**src/rtl/ets_pkg.sv**
```systemverilog
// Package: shared widths, register addresses and word packing for the
// edge timestamp recorder. Assumes 64 channels split into two 32-bit halves.
package ets_pkg;
    localparam int NUM_CH = 64;
    localparam int HALF_W = 32;
    localparam int CH_W   = $clog2(NUM_CH);
    localparam int TS_W   = 24;
    localparam int WORD_W = 32;
    localparam int CNT_FIELD_W = 24;

    typedef logic [NUM_CH-1:0] chvec_t;
    typedef logic [WORD_W-1:0] word_t;

    typedef enum logic [2:0] {
        ADDR_INV_LO  = 3'd0,
        ADDR_INV_HI  = 3'd1,
        ADDR_RISE_LO = 3'd2,
        ADDR_RISE_HI = 3'd3,
        ADDR_FALL_LO = 3'd4,
        ADDR_FALL_HI = 3'd5,
        ADDR_STATUS  = 3'd6,
        ADDR_HEAD    = 3'd7
    } reg_addr_e;

    // Build a log word: {0, timestamp, channel, rising flag}
    function automatic word_t pack_word(logic [TS_W-1:0] ts, logic [CH_W-1:0] ch, logic rising);
        return {1'b0, ts, ch, rising};
    endfunction
endpackage

```
**src/rtl/ets_edge_detect.sv**
```systemverilog
// Edge detector: inverts each channel, compares it with last cycle's level,
// and reports enabled rising/falling transitions. During reset the history
// register takes the raw input (invert masks reset to zero), so no transition
// appears right after reset.
module ets_edge_detect
    import ets_pkg::*;
(
    input  logic   clk,
    input  logic   rst_n,
    input  chvec_t din,
    input  chvec_t inv,
    input  chvec_t rise_en,
    input  chvec_t fall_en,
    output chvec_t ev_mask,
    output chvec_t ev_rise
);
    chvec_t level, prev_q, ev_fall;

    // Polarity-corrected level and qualified transitions
    always_comb begin
        level   = din ^ inv;
        ev_rise = level & ~prev_q & rise_en;
        ev_fall = ~level & prev_q & fall_en;
        ev_mask = ev_rise | ev_fall;
    end

    // History of the corrected level
    always_ff @(posedge clk) begin
        if (!rst_n) prev_q <= din;
        else        prev_q <= level;
    end

    // unchanged inputs and masks never produce a transition
    assert_steady_no_event_R6: assert property (@(posedge clk) disable iff (!rst_n)
        ($stable(din) && $stable(inv)) |-> (ev_mask == '0));
endmodule

```
**src/rtl/ets_pend_queue.sv**
```systemverilog
// Pending queue: stores groups of same-cycle transitions (mask, polarity,
// timestamp) and emits one word per cycle, lowest channel of the head group
// first. A new group is dropped when DEPTH groups are held. DEPTH must be a
// power of two.
module ets_pend_queue
    import ets_pkg::*;
#(
    parameter int DEPTH = 4
) (
    input  logic            clk,
    input  logic            rst_n,
    input  chvec_t          push_mask,
    input  chvec_t          push_rise,
    input  logic [TS_W-1:0] push_ts,
    output logic            drop,
    output logic            out_valid,
    output word_t           out_word
);
    localparam int PW = (DEPTH > 1) ? $clog2(DEPTH) : 1;
    localparam int CW = $clog2(DEPTH + 1);

    chvec_t          q_mask [DEPTH];
    chvec_t          q_rise [DEPTH];
    logic [TS_W-1:0] q_ts   [DEPTH];
    logic [PW-1:0]   wp_q, rp_q;
    logic [CW-1:0]   cnt_q;
    logic [CH_W-1:0] sel;
    chvec_t          head_mask, rest_mask;
    logic            do_push, do_pop, have_new;

    // Lowest set channel of the head group and the mask left after it
    always_comb begin
        head_mask = q_mask[rp_q];
        sel = '0;
        for (int i = NUM_CH - 1; i >= 0; i--) begin
            if (head_mask[i]) sel = CH_W'(i);
        end
        rest_mask = head_mask & ~(chvec_t'(1) << sel);
    end

    // Push/pop decisions and output word
    always_comb begin
        have_new  = |push_mask;
        out_valid = (cnt_q != '0);
        do_push   = have_new && (cnt_q != CW'(DEPTH));
        drop      = have_new && (cnt_q == CW'(DEPTH));
        do_pop    = out_valid && (rest_mask == '0);
        out_word  = pack_word(q_ts[rp_q], sel, q_rise[rp_q][sel]);
    end

    // Group storage, head consumption and pointers
    always_ff @(posedge clk) begin
        if (!rst_n) begin
            wp_q  <= '0;
            rp_q  <= '0;
            cnt_q <= '0;
            for (int i = 0; i < DEPTH; i++) begin
                q_mask[i] <= '0;
                q_rise[i] <= '0;
                q_ts[i]   <= '0;
            end
        end else begin
            if (do_push) begin
                q_mask[wp_q] <= push_mask;
                q_rise[wp_q] <= push_rise;
                q_ts[wp_q]   <= push_ts;
                wp_q         <= wp_q + 1'b1;
            end
            if (out_valid) q_mask[rp_q] <= rest_mask;
            if (do_pop)    rp_q <= rp_q + 1'b1;
            cnt_q <= cnt_q + CW'(do_push) - CW'(do_pop);
        end
    end

    // a held group always has at least one transition left to emit
    assert_head_nonempty_R7: assert property (@(posedge clk) disable iff (!rst_n)
        (cnt_q != '0) |-> (q_mask[rp_q] != '0));
endmodule

```
**src/rtl/ets_fifo.sv**
```systemverilog
// Word store: circular buffer of DEPTH words (power of two). A write while
// full is refused and flagged; a pop while empty is ignored. Fullness is
// judged before the same-cycle pop.
module ets_fifo
    import ets_pkg::*;
#(
    parameter int DEPTH = 16
) (
    input  logic                       clk,
    input  logic                       rst_n,
    input  logic                       wr_valid,
    input  word_t                      wr_word,
    input  logic                       pop,
    output word_t                      head,
    output logic [$clog2(DEPTH+1)-1:0] count,
    output logic                       full,
    output logic                       empty,
    output logic                       drop
);
    localparam int PW = (DEPTH > 1) ? $clog2(DEPTH) : 1;
    localparam int CW = $clog2(DEPTH + 1);

    word_t         mem [DEPTH];
    logic [PW-1:0] wp_q, rp_q;
    logic [CW-1:0] cnt_q;
    logic          do_wr, do_rd;

    // Flags, accepted operations and head word
    always_comb begin
        count = cnt_q;
        full  = (cnt_q == CW'(DEPTH));
        empty = (cnt_q == '0);
        do_wr = wr_valid && !full;
        drop  = wr_valid && full;
        do_rd = pop && !empty;
        head  = empty ? '0 : mem[rp_q];
    end

    // Storage and pointer update
    always_ff @(posedge clk) begin
        if (!rst_n) begin
            wp_q  <= '0;
            rp_q  <= '0;
            cnt_q <= '0;
            for (int i = 0; i < DEPTH; i++) mem[i] <= '0;
        end else begin
            if (do_wr) begin
                mem[wp_q] <= wr_word;
                wp_q      <= wp_q + 1'b1;
            end
            if (do_rd) rp_q <= rp_q + 1'b1;
            cnt_q <= cnt_q + CW'(do_wr) - CW'(do_rd);
        end
    end

    // popping an empty store with nothing arriving keeps it empty
    assert_empty_pop_R9: assert property (@(posedge clk) disable iff (!rst_n)
        (pop && (cnt_q == '0) && !wr_valid) |=> (cnt_q == '0));
    // a full store that is not popped stays full
    assert_full_hold_R10: assert property (@(posedge clk) disable iff (!rst_n)
        (full && !pop) |=> full);
endmodule

```
**src/rtl/edge_ts_capture.sv**
```systemverilog
// Top: mask registers, free-running timestamp, edge detector, pending
// queue and word store, plus the read window. Single clock domain; inputs
// are assumed already synchronous to clk.
module edge_ts_capture
    import ets_pkg::*;
#(
    parameter int FIFO_DEPTH = 16,
    parameter int PEND_DEPTH = 4
) (
    input  logic              clk,
    input  logic              rst_n,
    input  logic [NUM_CH-1:0] din,
    input  logic              wr_en,
    input  logic [2:0]        wr_addr,
    input  logic [WORD_W-1:0] wr_data,
    input  logic [2:0]        rd_addr,
    output logic [WORD_W-1:0] rd_data,
    input  logic              pop,
    output logic              ovf
);
    localparam int FCW = $clog2(FIFO_DEPTH + 1);

    chvec_t          inv_q, rise_q, fall_q, ev_mask, ev_rise;
    logic [TS_W-1:0] ts_q;
    logic            ovf_q, pend_drop, fifo_drop, pend_valid;
    logic            f_full, f_empty;
    logic [FCW-1:0]  f_count;
    word_t           pend_word, f_head, status;

    // Mask registers, timestamp counter and sticky loss flag
    always_ff @(posedge clk) begin
        if (!rst_n) begin
            inv_q  <= '0;
            rise_q <= '0;
            fall_q <= '0;
            ts_q   <= '0;
            ovf_q  <= 1'b0;
        end else begin
            ts_q <= ts_q + 1'b1;
            if (pend_drop || fifo_drop) ovf_q <= 1'b1;
            if (wr_en) begin
                case (reg_addr_e'(wr_addr))
                    ADDR_INV_LO:  inv_q[HALF_W-1:0]       <= wr_data;
                    ADDR_INV_HI:  inv_q[NUM_CH-1:HALF_W]  <= wr_data;
                    ADDR_RISE_LO: rise_q[HALF_W-1:0]      <= wr_data;
                    ADDR_RISE_HI: rise_q[NUM_CH-1:HALF_W] <= wr_data;
                    ADDR_FALL_LO: fall_q[HALF_W-1:0]      <= wr_data;
                    ADDR_FALL_HI: fall_q[NUM_CH-1:HALF_W] <= wr_data;
                    default: ;
                endcase
            end
        end
    end

    ets_edge_detect u_detect (
        .clk(clk), .rst_n(rst_n), .din(din), .inv(inv_q),
        .rise_en(rise_q), .fall_en(fall_q), .ev_mask(ev_mask), .ev_rise(ev_rise)
    );

    ets_pend_queue #(.DEPTH(PEND_DEPTH)) u_pend (
        .clk(clk), .rst_n(rst_n), .push_mask(ev_mask), .push_rise(ev_rise),
        .push_ts(ts_q), .drop(pend_drop), .out_valid(pend_valid), .out_word(pend_word)
    );

    ets_fifo #(.DEPTH(FIFO_DEPTH)) u_fifo (
        .clk(clk), .rst_n(rst_n), .wr_valid(pend_valid), .wr_word(pend_word),
        .pop(pop), .head(f_head), .count(f_count), .full(f_full),
        .empty(f_empty), .drop(fifo_drop)
    );

    // Read window multiplexer
    always_comb begin
        status = {f_full, f_empty, 6'b0, CNT_FIELD_W'(f_count)};
        case (reg_addr_e'(rd_addr))
            ADDR_INV_LO:  rd_data = inv_q[HALF_W-1:0];
            ADDR_INV_HI:  rd_data = inv_q[NUM_CH-1:HALF_W];
            ADDR_RISE_LO: rd_data = rise_q[HALF_W-1:0];
            ADDR_RISE_HI: rd_data = rise_q[NUM_CH-1:HALF_W];
            ADDR_FALL_LO: rd_data = fall_q[HALF_W-1:0];
            ADDR_FALL_HI: rd_data = fall_q[NUM_CH-1:HALF_W];
            ADDR_STATUS:  rd_data = status;
            default:      rd_data = f_head;
        endcase
        ovf = ovf_q;
    end

    // the loss flag never clears outside reset
    assert_ovf_sticky_R10: assert property (@(posedge clk) disable iff (!rst_n)
        ovf_q |=> ovf_q);
    // timestamp advances by exactly one per cycle
    assert_ts_step_R11: assert property (@(posedge clk) disable iff (!rst_n)
        1'b1 |=> (ts_q == TS_W'($past(ts_q) + 1'b1)));
    // the store never reports full and empty together
    assert_flags_exclusive_R8: assert property (@(posedge clk) disable iff (!rst_n)
        !(f_full && f_empty));
endmodule

```
**config.mk**
```make
export PLATFORM = sky130hd
export DESIGN_NAME = edge_ts_capture
export DESIGN_NICKNAME = d
export VERILOG_FILES = /design/src/rtl/ets_pkg.sv /design/src/rtl/ets_edge_detect.sv /design/src/rtl/ets_pend_queue.sv /design/src/rtl/ets_fifo.sv /design/src/rtl/edge_ts_capture.sv
export SDC_FILE = /design/constraint.sdc
export NUM_CORES = 2
export LEC_CHECK = 0
export BUFFER_PORTS_ARGS = -buffer_cell sky130_fd_sc_hd__buf_2
export CAP_MARGIN = 20
export CORE_MARGIN = 10
export CORE_UTILIZATION = 47
export CTS_CLUSTER_DIAMETER = 100
export DETAILED_ROUTE_END_ITERATION = 6
export SLEW_MARGIN = 5
export SYNTH_ARGS = -nofsm -noshare
export SYNTH_HDL_FRONTEND = slang
export SYNTH_SLANG_ARGS = --single-unit
export TNS_END_PERCENT = 10
```
**constraint.sdc**
```tcl
create_clock -name clk -period 25 [get_ports clk]
set_input_delay 2.5 -clock clk [delete_from_list [all_inputs] [get_ports clk]]
set_output_delay 2.5 -clock clk [all_outputs]
set_load 0.02 [all_outputs]
```
==> impl_summary.log <==
INFO  metric outcome = complete, no violations
INFO  metric power_leakage = 24.1 nW
INFO  metric final_period_minus_worst_setup_slack = roughly 9.3 ns
INFO  metric clock_latency = 0.79 ns
INFO  metric synth_cell_type_count = between 70 and 80
INFO  metric max_cap_check_violation_count = 0
INFO  metric n_fill_cell = 11500
INFO  metric maxClockFrequency = 108 MHz
INFO  metric vias = 46000
INFO  metric area_growth_from_synthesis_to_layout = 11.9%
INFO  metric cpMaxStageDelayCell = dfxtp_4
INFO  metric timing.hold.ws = ~0.47 ns
INFO  metric postSynthCellCount = 5313
INFO  metric maximum_level_of_the_cts_h_tree = 4
INFO  metric final_antenna_net_count = 0
INFO  metric r2r_slack = 15.70 ns
INFO  metric final-setup-viol-count = 0
INFO  metric io-pin-count = 139
INFO  metric root_buffer = clkbuf_16
INFO  metric vias_per_cell = between 6 and 7
INFO  metric mostFrequentLayoutCell = edfxtp_1
INFO  metric first_global_vias = 44000
INFO  metric critical_path.max_fanout = 35
INFO  metric antenna_violations_before_repair = 13
INFO  metric core_footprint = 0.136 mm²
INFO  metric worstPathRequired = 25.62 ns
INFO  metric critical-path-max-stage-delay = ~0.85 ns
INFO  metric die_height = ~390 µm
INFO  metric wire_per_inst = 30.6 µm
INFO  metric numPortBuffers = 138
INFO  metric synth_top_flop_cell = edfxtp_1
INFO  metric gr-total-overflow = 0
INFO  metric hpwl = 140 mm
INFO  metric most-common-layout-cells = edfxtp_1, nor2_1, nand2_1
INFO  metric synth-edff-count = 1104
INFO  metric arrival = 9.92 ns
INFO  metric dr.first_iter.drc_count = 6431
INFO  metric grt_pass1_wl = roughly 320 mm
INFO  metric ir_drop = ~0.075 mV
INFO  metric cts_made_buffers = 152
INFO  metric finalWeightedCongestion = 1.03
INFO  metric power.density = 93.0 mW/mm²
INFO  metric synth.yosys.seq_area_share = 61.1%
INFO  metric clock-skew-final = approximately 0.040 ns
INFO  metric grt_start_max_net_pins = 104
INFO  metric cts_setup_buffers = 0
INFO  metric timing.critical_path.cells = buf_4 -> buf_4 -> mux4_2 -> or4_1 -> a311oi_1 -> o221ai_1 -> a21oi_2 -> buf_4 -> nand3_1 -> o31ai_1 -> nand4_1 -> nor4_1 -> nand4_1 -> nor3_1 -> ha_1 -> inv_1 -> ha_1 -> inv_1 -> fa_1 -> xor2_1 -> xnor2_1 -> nor2_1
INFO  metric clock_tree_from_tritoncts = done
INFO  metric report.final.hold_viol_count = 0
INFO  metric post_route_cells_drive_above_1_share = 17.5%
INFO  metric min_period_over_period = between 30% and 40%
INFO  metric grt_setup_unrepaired = no
INFO  metric postSynth.asyncResetShare = 0%
INFO  metric tightest_slew = approximately 1.2 ns
INFO  metric post_cts_resize_count = 0
INFO  metric syn-cell-area = 0.0643 mm²
INFO  metric post-route-drc-count = 0
INFO  metric worst-setup-path-type = reg -> reg
INFO  metric slew_viol_final = 0
INFO  metric firstDrtPassIters = 6
INFO  metric min-delay-path-class = reg -> reg
INFO  metric slew_headroom = 19.9%
INFO  metric die-width = 390 µm
INFO  metric wirelength = 222 mm
INFO  metric net_count_of_the_mapped_netlist = around 5400
INFO  metric die-area = 0.152 mm²
INFO  metric clk_path_buf_depth = 3
INFO  metric cp-start-kind = flop
INFO  metric postSynthAreaPerCell = 12.1 µm²
INFO  metric post_cts_hold_buffer_count = 0
INFO  metric finish.net_count = around 5500
INFO  metric ys.warnings.count = 0
INFO  metric globalRouteTotalUtil = 28.7%
INFO  metric cell_rows = 135
INFO  metric setup.worst_path.end_class = flop
INFO  metric start_util = 47.4%
INFO  metric clock_transition_at_path_regs = 0.06 ns
INFO  metric setup-tns-final = 0 ns
INFO  metric synth_seq_cells = 1411
INFO  metric critPathMostFrequentCell = buf_4
INFO  metric clock_sink_count = 1411
## routing by layer
metal  routed length [µm]  part of all wire [%]  up-vias  global-route usage, %
li1                     -                     -    19600                      -
met1                92000                    41    23300                   41.3
met2                97200                    44     2707                   42.4
met3                25400                    11      389                   7.36
met4                 7660                   3.4       10                   9.18
met5                   63                 0.028        -                      0
## layout make-up
class                           count  area (µm²)  share of cell area, %
Sequential cell                  1411       39300                   54.7
Clock buffer                      215        4290                   5.97
Timing Repair Buffer              288        1860                   2.58
Antenna cell                        2        5.00                0.00696
Inverter                           40         158                  0.219
Tap cell                         1781        2230                   3.10
Clock inverter                     62         528                  0.734
Multi-Input combinational cell   3455       23500                   32.7
## synthesized netlist by cell type, drive strengths merged (9+ instances only)
library cell     n  area [µm²]
nand3b          11        82.6
a22oi           83         623
inv             40         150
and2            93         582
xnor2          131        1150
mux2i           47         470
nor2           834        3130
nor3            19        95.1
mux2            31         349
xor2            31         272
nand2b          30         188
clkbuf         338        1270
or3             14        92.6
nor4            29         196
nor2b           16         100
or3b            56         490
nand4           51         319
o2bb2ai         65         569
edfxtp        1104       33200
mux4           285        6420
buf             69         332
and3            42         263
nand3          285        1430
dfxtp          307        6150
a21oi          219        1100
ha              18         225
o41ai           11         104
or4             15         120
o21ai          264        1320
nand2          634        2380
o31ai           33         262
or2              9        56.3
## flip-flops by register name, summed over array words and instances, names as in the netlist, named ones only
register and flops:
fall_q 64, ovf 1, u_pend.q_rise 256, u_fifo.wp_q 4, rise_q 64, u_pend.q_ts 96, u_fifo.rp_q 4, u_pend.cnt_q 3
u_pend.q_mask 256, u_fifo.count 5, u_pend.rp_q 2, u_pend.wp_q 2, ts_q 24, u_detect.prev_q 64, inv_q 64, u_fifo.mem 496
## cells by family after synthesis
logic type / after synthesis / synth area share, %
compound gates: 756 / 7.24
fa+ha+maj: 20 / 0.413
xor+xnor: 162 / 2.21
flops: 1411 / 61.1
mux: 363 / 11.3
simple gates: 2154 / 15.0
buf+inv: 447 / 2.72
## critical path: cells and delay by family (launching register included)
kind | cells | cell delay (ns)
buffers and inverters | 5 | 1.99
muxes | 1 | 0.72
adders and majority gates | 3 | 0.80
AOI/OAI and AO/OA | 4 | 1.81
and+or+nand+nor | 7 | 2.50
DFF | 1 | 0.85
xor gates and xnor gates | 2 | 0.32
## metrics by stage
step / cells / setup slack, ns / area, µm² / util [%] / power (mW)
6_report: 7254 / 15.70 / 71900 / 53.0 / 6.69
4_1_cts: 7245 / 15.88 / 71800 / 53.0 / 6.67
2_1_floorplan: 5313 / 12.40 / 64300 / - / 3.81
3_3_place_gp: 6954 / 15.84 / 66900 / 49.3 / 4.47
3_5_place_dp: 6968 / 15.92 / 67000 / 49.4 / 4.49
5_1_grt: 7252 / 15.40 / 71900 / 53.0 / 6.88
## path summary, 6_finish.rpt
path / startpoint / endpoint / cells after the start
min: rise_q[28]$_SDFFE_PN0P_ / rise_q[28]$_SDFFE_PN0P_ / 2
min reg2reg: rise_q[28]$_SDFFE_PN0P_ / rise_q[28]$_SDFFE_PN0P_ / 2
max: flop / u_pend.cnt_q[2]$_SDFF_PN0_ / 22
max reg2reg: flop / u_pend.cnt_q[2]$_SDFF_PN0_ / 22
## power by group
part           total [mW]  switching [mW]  leakage [nW]  internal [mW]
Sequential           2.85          0.0804          14.0           2.77
Combinational        1.64            1.16          7.76          0.482
Clock                2.20           0.961          2.35           1.24
Total                6.69            2.20          24.1           4.49
(Power assumes the default switching activity.)
